[src/rtl/hbg_pkg.sv]
package hbg_pkg;
  typedef enum logic [1:0] {
    LEG_IDLE = 2'd0,
    LEG_LOW  = 2'd1,
    LEG_HIGH = 2'd2
  } leg_req_e;

  localparam int unsigned IN_W    = 5;
  localparam int unsigned B_HI    = 0;
  localparam int unsigned B_LON   = 1;
  localparam int unsigned B_STOPN = 2;
  localparam int unsigned B_SUP   = 3;
  localparam int unsigned B_HSUP  = 4;
  // safe values during reset: commands inactive, stop and supplies "bad"
  localparam logic [IN_W-1:0] IN_RST = 5'b00010;
endpackage

[src/rtl/hbg_sync.sv]
module hbg_sync #(
  parameter int unsigned WIDTH  = 5,
  parameter int unsigned STAGES = 2,
  parameter logic [WIDTH-1:0] RST_VAL = '0
) (
  input  logic             clk,
  input  logic             rst_n,
  input  logic [WIDTH-1:0] d_i,
  output logic [WIDTH-1:0] q_o
);
  logic [WIDTH-1:0] stage_q [STAGES];

  for (genvar s = 0; s < STAGES; s++) begin : g_stage
    if (s == 0) begin : g_first
      always_ff @(posedge clk or negedge rst_n) begin
        if (!rst_n) stage_q[s] <= RST_VAL;
        else        stage_q[s] <= d_i;
      end
    end else begin : g_next
      always_ff @(posedge clk or negedge rst_n) begin
        if (!rst_n) stage_q[s] <= RST_VAL;
        else        stage_q[s] <= stage_q[s-1];
      end
    end
  end

  assign q_o = stage_q[STAGES-1];
endmodule

[src/rtl/hbg_decode.sv]
module hbg_decode
  import hbg_pkg::*;
(
  input  logic [IN_W-1:0] in_i,
  output leg_req_e        req_o
);
  logic hi_act, lo_act;

  always_comb begin
    hi_act = in_i[B_HI];
    lo_act = !in_i[B_LON];
    req_o  = LEG_IDLE;
    if (!in_i[B_STOPN] || !in_i[B_SUP]) begin
      req_o = LEG_IDLE;            // forced off
    end else if (hi_act && lo_act) begin
      req_o = LEG_IDLE;            // interlock
    end else if (hi_act) begin
      req_o = in_i[B_HSUP] ? LEG_HIGH : LEG_IDLE;
    end else if (lo_act) begin
      req_o = LEG_LOW;
    end
  end
endmodule

[src/rtl/hbg_dead.sv]
module hbg_dead
  import hbg_pkg::*;
#(
  parameter int unsigned DEAD_CYCLES = 120
) (
  input  logic     clk,
  input  logic     rst_n,
  input  leg_req_e req_i,
  output logic     lo_o,
  output logic     hi_o
);
  localparam int unsigned CNT_W = $clog2(DEAD_CYCLES + 1);
  localparam logic [CNT_W-1:0] CNT_LOAD = CNT_W'(DEAD_CYCLES);

  logic [CNT_W-1:0] cnt_q, cnt_d;
  logic lo_q, hi_q, lo_d, hi_d;
  logic lo_want, hi_want, win_closed, turn_off;

  always_comb begin
    lo_want    = (req_i == LEG_LOW);
    hi_want    = (req_i == LEG_HIGH);
    win_closed = (cnt_q == '0);
    turn_off   = (lo_q && !lo_want) || (hi_q && !hi_want);
    lo_d = lo_q ? lo_want : (lo_want && !hi_q && win_closed);
    hi_d = hi_q ? hi_want : (hi_want && !lo_q && win_closed);
    if (turn_off)        cnt_d = CNT_LOAD;
    else if (!win_closed) cnt_d = cnt_q - 1'b1;
    else                 cnt_d = cnt_q;
  end

  always_ff @(posedge clk or negedge rst_n) begin
    if (!rst_n) begin
      lo_q  <= 1'b0;
      hi_q  <= 1'b0;
      cnt_q <= CNT_LOAD;   // reset counts as a turn-off
    end else begin
      lo_q  <= lo_d;
      hi_q  <= hi_d;
      cnt_q <= cnt_d;
    end
  end

  assign lo_o = lo_q;
  assign hi_o = hi_q;
endmodule

[src/rtl/hb_gate_guard.sv]
module hb_gate_guard
  import hbg_pkg::*;
#(
  parameter int unsigned SYNC_STAGES = 2,
  parameter int unsigned DEAD_CYCLES = 120
) (
  input  logic clk,
  input  logic rst_n,
  input  logic hi_cmd_i,
  input  logic lo_cmd_n_i,
  input  logic stop_n_i,
  input  logic supply_ok_i,
  input  logic hs_supply_ok_i,
  output logic lo_gate_o,
  output logic hi_gate_o
);
  logic [IN_W-1:0] raw_in, sync_in;
  leg_req_e        leg_req;

  always_comb begin
    raw_in          = '0;
    raw_in[B_HI]    = hi_cmd_i;
    raw_in[B_LON]   = lo_cmd_n_i;
    raw_in[B_STOPN] = stop_n_i;
    raw_in[B_SUP]   = supply_ok_i;
    raw_in[B_HSUP]  = hs_supply_ok_i;
  end

  hbg_sync #(.WIDTH(IN_W), .STAGES(SYNC_STAGES), .RST_VAL(IN_RST)) u_sync (
    .clk(clk), .rst_n(rst_n), .d_i(raw_in), .q_o(sync_in)
  );

  hbg_decode u_decode (.in_i(sync_in), .req_o(leg_req));

  hbg_dead #(.DEAD_CYCLES(DEAD_CYCLES)) u_dead (
    .clk(clk), .rst_n(rst_n), .req_i(leg_req), .lo_o(lo_gate_o), .hi_o(hi_gate_o)
  );
endmodule

[config.mk]
export PLATFORM = sky130hd
export DESIGN_NAME = hb_gate_guard
export DESIGN_NICKNAME = d
export VERILOG_FILES = /design/src/rtl/hbg_pkg.sv /design/src/rtl/hbg_sync.sv /design/src/rtl/hbg_decode.sv /design/src/rtl/hbg_dead.sv /design/src/rtl/hb_gate_guard.sv
export SDC_FILE = /design/constraint.sdc
export NUM_CORES = 1
export LEC_CHECK = 0
export ABC_AREA = 1
export BUFFER_PORTS_ARGS = -buffer_cell sky130_fd_sc_hd__buf_2
export CORE_AREA = 5 5 49 51
export DETAILED_ROUTE_END_ITERATION = 10
export DIE_AREA = 0 0 54 56
export HOLD_SLACK_MARGIN = 0.15
export SETUP_SLACK_MARGIN = 0.1
export SLEW_MARGIN = 15
export SYNTH_ARGS = -nofsm -noshare
export SYNTH_HDL_FRONTEND = slang
export SYNTH_HIERARCHICAL = 1
export SYNTH_SLANG_ARGS = --single-unit
[constraint.sdc]
create_clock -name clk -period 4.4 [get_ports clk]
set_clock_uncertainty 0.15 [all_clocks]
set_input_delay 0.88 -clock clk [delete_from_list [all_inputs] [get_ports clk]]
set_output_delay 0.88 -clock clk [all_outputs]
set_load 0.005 [all_outputs]
; ---- Yosys cells after proc, flatten, opt, wreduce, memory -nomap -nowiden
; Cells that the tools add are included.
[op_classes]
add_sub_neg = 1
n_mul = 0
div = 0
magnitude_cmp = 0
eq_ne = 3
n_shift = 0
n_mux = 9
bitwise = 0
n_reduce_logical = 17
[op_table]
columns = cell, count
row1 = $mux W7, 2
row2 = $mux W2, 4
row3 = $logic_and A1 B1 Y1, 7
row4 = $logic_not A1 Y1, 7
row5 = $logic_not A7 Y1, 1
row6 = $sub A7 B1 Y7 const B, 1
row7 = $mux W1, 3
row8 = $eq A2 B1 Y1 const B, 1
row9 = $eq A2 B2 Y1 const B, 1
row10 = $logic_or A1 B1 Y1, 2
row11 = $ne A2 B2 Y1 const B, 1
[word_totals]
reg_bits = 19
latch_bits = 0
ramBits = 0
mem_bits_ro = 0
out_inout_bits = 2
word_cells = 35
memories = 0

; ---- Depth between registers and ports, before layout
[logic_depth]
depth_word = 9
depth_mapped = 11
depth_no_buf = 10

; ---- Cells and area by module
; The synthesis kept the hierarchy.
[modules_own_cells]
columns = module, instances, cells_each, area_per_inst_um2
row1 = hbg_dead, 1, 68, 505.5
row2 = hbg_sync, 1, 15, 290.3
row3 = hbg_decode, 1, 7, 27.5

; ---- Least setup slack after synthesis
; OpenSTA, ideal clock, no wires.
[synth_timing]
path_kind = flip-flop to flip-flop
from = register u_sync.stage_q, in the netlist u_sync/q_o[1]
to = register u_dead.cnt_q[0]
arrival_time_ps = 1229
required_ps = 4133
path_slack_ps = 2903
path_stages_with_launch = 11
path_buffers = 1
cell_sequence = dfstp_2 > buf_4 > nand3_1 > nor2_1 > inv_1 > nand2_1 > nand2_1 > nand2_1 > inv_1 > nand2_1 > nor2_1
[synth_via]
elab_chain_len = 9
[synth_rtl]
columns = item, line
row1 = "start, declared", hbg_sync.sv:11  ; logic [WIDTH-1:0] stage_q [STAGES];
row2 = "start signal, assigned by index", hbg_sync.sv:22  ; else stage_q[s] <= stage_q[s-1];
row3 = $logic_not A1 Y1 *, hbg_decode.sv:11  ; lo_act = !in_i[B_LON];
row4 = $logic_and A1 B1 Y1 *, hbg_decode.sv:15  ; end else if (hi_act && lo_act) begin
row5 = $mux W2 *, hbg_decode.sv:15
row6 = $mux W2 *, hbg_decode.sv:13  ; if (!in_i[B_STOPN] || !in_i[B_SUP]) begin
row7 = via leg_req[1], hb_gate_guard.sv:18  ; leg_req_e leg_req;
row8 = $eq A2 B1 Y1 or $eq A2 B2 Y1 (tied branches), "hbg_dead.sv:20, hbg_dead.sv:21"
row9 = $logic_not A1 Y1, hbg_dead.sv:23  ; turn_off = (lo_q && !lo_want) || (hi_q && !hi_want);
row10 = $logic_and A1 B1 Y1, hbg_dead.sv:23
row11 = $logic_or A1 B1 Y1 *, hbg_dead.sv:23
row12 = $ne A2 B2 Y1 (no source line) or $mux W7 (tied branches), --
row13 = "end signal, assigned", hbg_dead.sv:39  ; cnt_q <= cnt_d;
row14 = "end, declared", hbg_dead.sv:15  ; logic [CNT_W-1:0] cnt_q, cnt_d;
; Mark *: on every way through the listed nets, which the timed path passes. The rest lies on a longest branch.
; A chain may end at the register's enable or synchronous reset.

; ---- Worst setup path in the final report
[layout_timing]
from = register u_dead.lo_q (netlist: u_dead/lo_o)
to = output lo_gate_o
[layout_lines]
columns = item, line
row1 = "start, declared", hbg_dead.sv:16  ; logic lo_q, hi_q, lo_d, hi_d;
row2 = "start signal, assigned", hbg_dead.sv:37  ; lo_q <= lo_d;
row3 = "end, declared", hb_gate_guard.sv:14  ; output logic lo_gate_o,
; No word-level cell between the ends.

==> flow_metrics.tcl <==
set metrics [dict create \
    dp.cells 120 \
    die_w_um 54 \
    ys_types 16 \
    instances_no_fill 124 \
    initial_core_util_pct 43.3 \
    clockBufferDepth 2 \
    numClockSinks 19 \
    final_layout_size_suffix_gt1_share_pct 24.7 \
    p_leak_nw 0.449 \
    path_depth 1 \
    cp_top_family "flip-flops" \
    globalplace.congestion 0.780 \
    grtUsageTotal_pct 10.5 \
    max_freq_mhz 522 \
    rows 16 \
    grt_max_degree 20 \
    dr_total_vias 571 \
    post_cts_buffers 0 \
    setup_tns_ns 0 \
    ys_seq_area_share_pct 58.7 \
    routed_wl_um 1280 \
    grt_antenna_before_repair 0 \
    hold_class "flop to flop" \
    finalSetupViolCount 0 \
    peakVddDrop_mv 0.219 \
    swShare_pct 35.1 \
    syn_area_um2 823 \
    core_region_area_um2 1900 \
    criticalPathCategory "flop to primary output" \
    critPathMaxFanout 5 \
    synth_nets 98 \
    fin_crit_ns 1.92 \
    maxSlewHeadroom_pct 72.6 \
    crit_path_top_delay_cell "dfrtp_1" \
    gr-usage-met1_pct 13.1 \
    startpoint_type "flop" \
    grt_overflow 0 \
    power_frac_clock_pct 18.0 \
    arrival_ns 0.89 \
    cellPowerDensity_nw_per_um2 551 \
    ctsResizeCount 0 \
    vias_per_cell 4.60 \
    nets 106 \
    holdBufCountCts 0 \
    clkTransAtPathRegs_ns 0.11 \
    cp_num_buf_inv 1 \
    use_met3_pct 2.41 \
    wire_per_inst_um 10.3 \
    area.growth.synth_to_final_pct 7.75 \
    hold_violations 0 \
    place_ws_ns 2.80 \
    io_buffers 8 \
    setup_slack_ns 2.48 \
    cts_buffers 3 \
    drt_pre_antenna_iters 4 \
    internal-power_w 0.000317 \
    grt-busiest-layer "met2" \
    pwr-share-seq_pct 53.5 \
    cts_max_level 1 \
    grt_pass1_vias 560 \
    power_w 0.000489 \
    worst_pin_slew_ns 0.410 \
    root_buffer "clkbuf_4" \
    ys_ff_latch 19 \
    fin_crit_sh_pct 43.5 \
    rsz0062_at_grt "false" \
    pwr-share-comb_pct 28.4 \
    endpoint_kind "primary output" \
    diodes 0 \
    die_y_um 56 \
    yosysWarnings 6 \
    cts_tree "yes" \
    pin_count 9 \
    cp.required_ns 3.37 \
    drv_slew 0 \
    cp_cell_sequence "buf_2" \
    postLayoutCoreUtil_pct 46.6 \
    grtUsageMet2_pct 15.6 \
    place_hpwl_um 927 \
    clock_latency_ns 0.30 \
    worst-r2r-cell-count 9 \
    slowest_delay_ns 0.44 \
    dieArea_um2 3020 \
    nFillCells 184 \
    regArea_um2 483 \
    outcome "finished, final reports clean" \
    syn_inst 90 \
    ant_nets 0 \
    maxCapViolCount 0 \
    grt_pass1_wl_um 2280 \
    p_switching_w 0.000172 \
    drc 0 \
    multi_input_area_um2 254 \
    hold_depth 0 \
    drt_iter0_drc 6 \
    avgSynthCellArea_um2 9.15 \
]
[layout by cell type (no fill, tap or decap)]
cell      count
inv_2         1
dfstp_2       6
dfrtp_1      13
nand3b_1      3
nor2_2        4
nor3_1        2
a21oi_1       2
ha_1          1
nand3_2       1
inv_1        12
nand3_1       6
buf_2         8
nor2_1       12
o21ai_0       1
xnor2_1       1
clkbuf_4      3
clkinv_2      1
nand2_1      20
[cells in the mapped netlist, drive strengths merged]
library cell,instances,area [um2]
nand2,20,75.1
nor2,16,70.1
dfrtp,13,325
inv,13,48.8
nand3,7,40.0
dfstp,6,158
buf,5,37.5
nand3b,3,22.5
a21oi,2,10.0
nor3,2,10.0
ha,1,12.5
o21ai,1,5.00
xnor2,1,8.76
[cells by family (layout without fill, tap and decap cells)]
| kind of cell | count (synthesis) | count (layout) | synth area share (%) |
|---|---|---|---|
| compound gates | 3 | 3 | 1.82 |
| simple gates | 48 | 48 | 26.4 |
| flops | 19 | 19 | 58.7 |
| buf+inv | 18 | 25 | 10.5 |
| fa+ha+maj | 1 | 1 | 1.52 |
| xor+xnor | 1 | 1 | 1.06 |
[final timing paths]
kind | startpoint | to | slack, ns
worst max-delay path | u_dead/lo_o | lo_gate_o | 2.48
worst min-delay path | u_sync/stage_q[9] | u_sync/q_o[4] | 0.21
worst max register to register | u_sync/q_o[1] | u_dead/cnt_q[0] | 2.79
worst min register to register | u_sync/stage_q[9] | u_sync/q_o[4] | 0.21
max in group asynchronous | rst_n | u_sync/q_o[1] | 3.43
min in group asynchronous | rst_n | u_dead/lo_o | 0.34
[through the flow]
step | hold slack, ns | area, um2
finish | 0.207 | 887
global route | 0.217 | 887
CTS | 0.211 | 887
detailed placement | 0.185 | 860
global placement | 0.184 | 860
floorplan | 0.181 | 823
[cell type report]
cell class | instances | share of cell area, %
Clock buffer | 3 | 2.54
Clock inverter | 1 | 0.564
Inverter | 13 | 5.50
Multi-Input combinational cell | 53 | 28.6
Sequential cell | 19 | 54.4
Tap cell | 27 | 3.81
Timing Repair Buffer | 8 | 4.51
[flip-flops by register name, indices dropped and copies added, names as in the netlist]
signal          cells
u_dead/cnt_q        7
u_dead/hi_o         1
u_dead/lo_o         1
u_sync/q_o          5
u_sync/stage_q      5
[power by group through the flow]
stage | sequential [W] | clock, W | combinational [W]
after global routing | 0.000268 | 0.0000984 | 0.000162
after CTS | 0.000262 | 0.0000921 | 0.000141
after floorplan | 0.000255 | 0 | 0.000117
final | 0.000262 | 0.0000881 | 0.000139
after global placement | 0.000263 | 0 | 0.000132
after detailed placement | 0.000264 | 0 | 0.000139
[routing by layer]
metal  vias to the layer above  routed length, um
li1                        285                  -
met1                       272                569
met2                        10                616
met3                         4                 59
met4                         0                 35
met5                         -                  0
(Power assumes the default switching activity.)
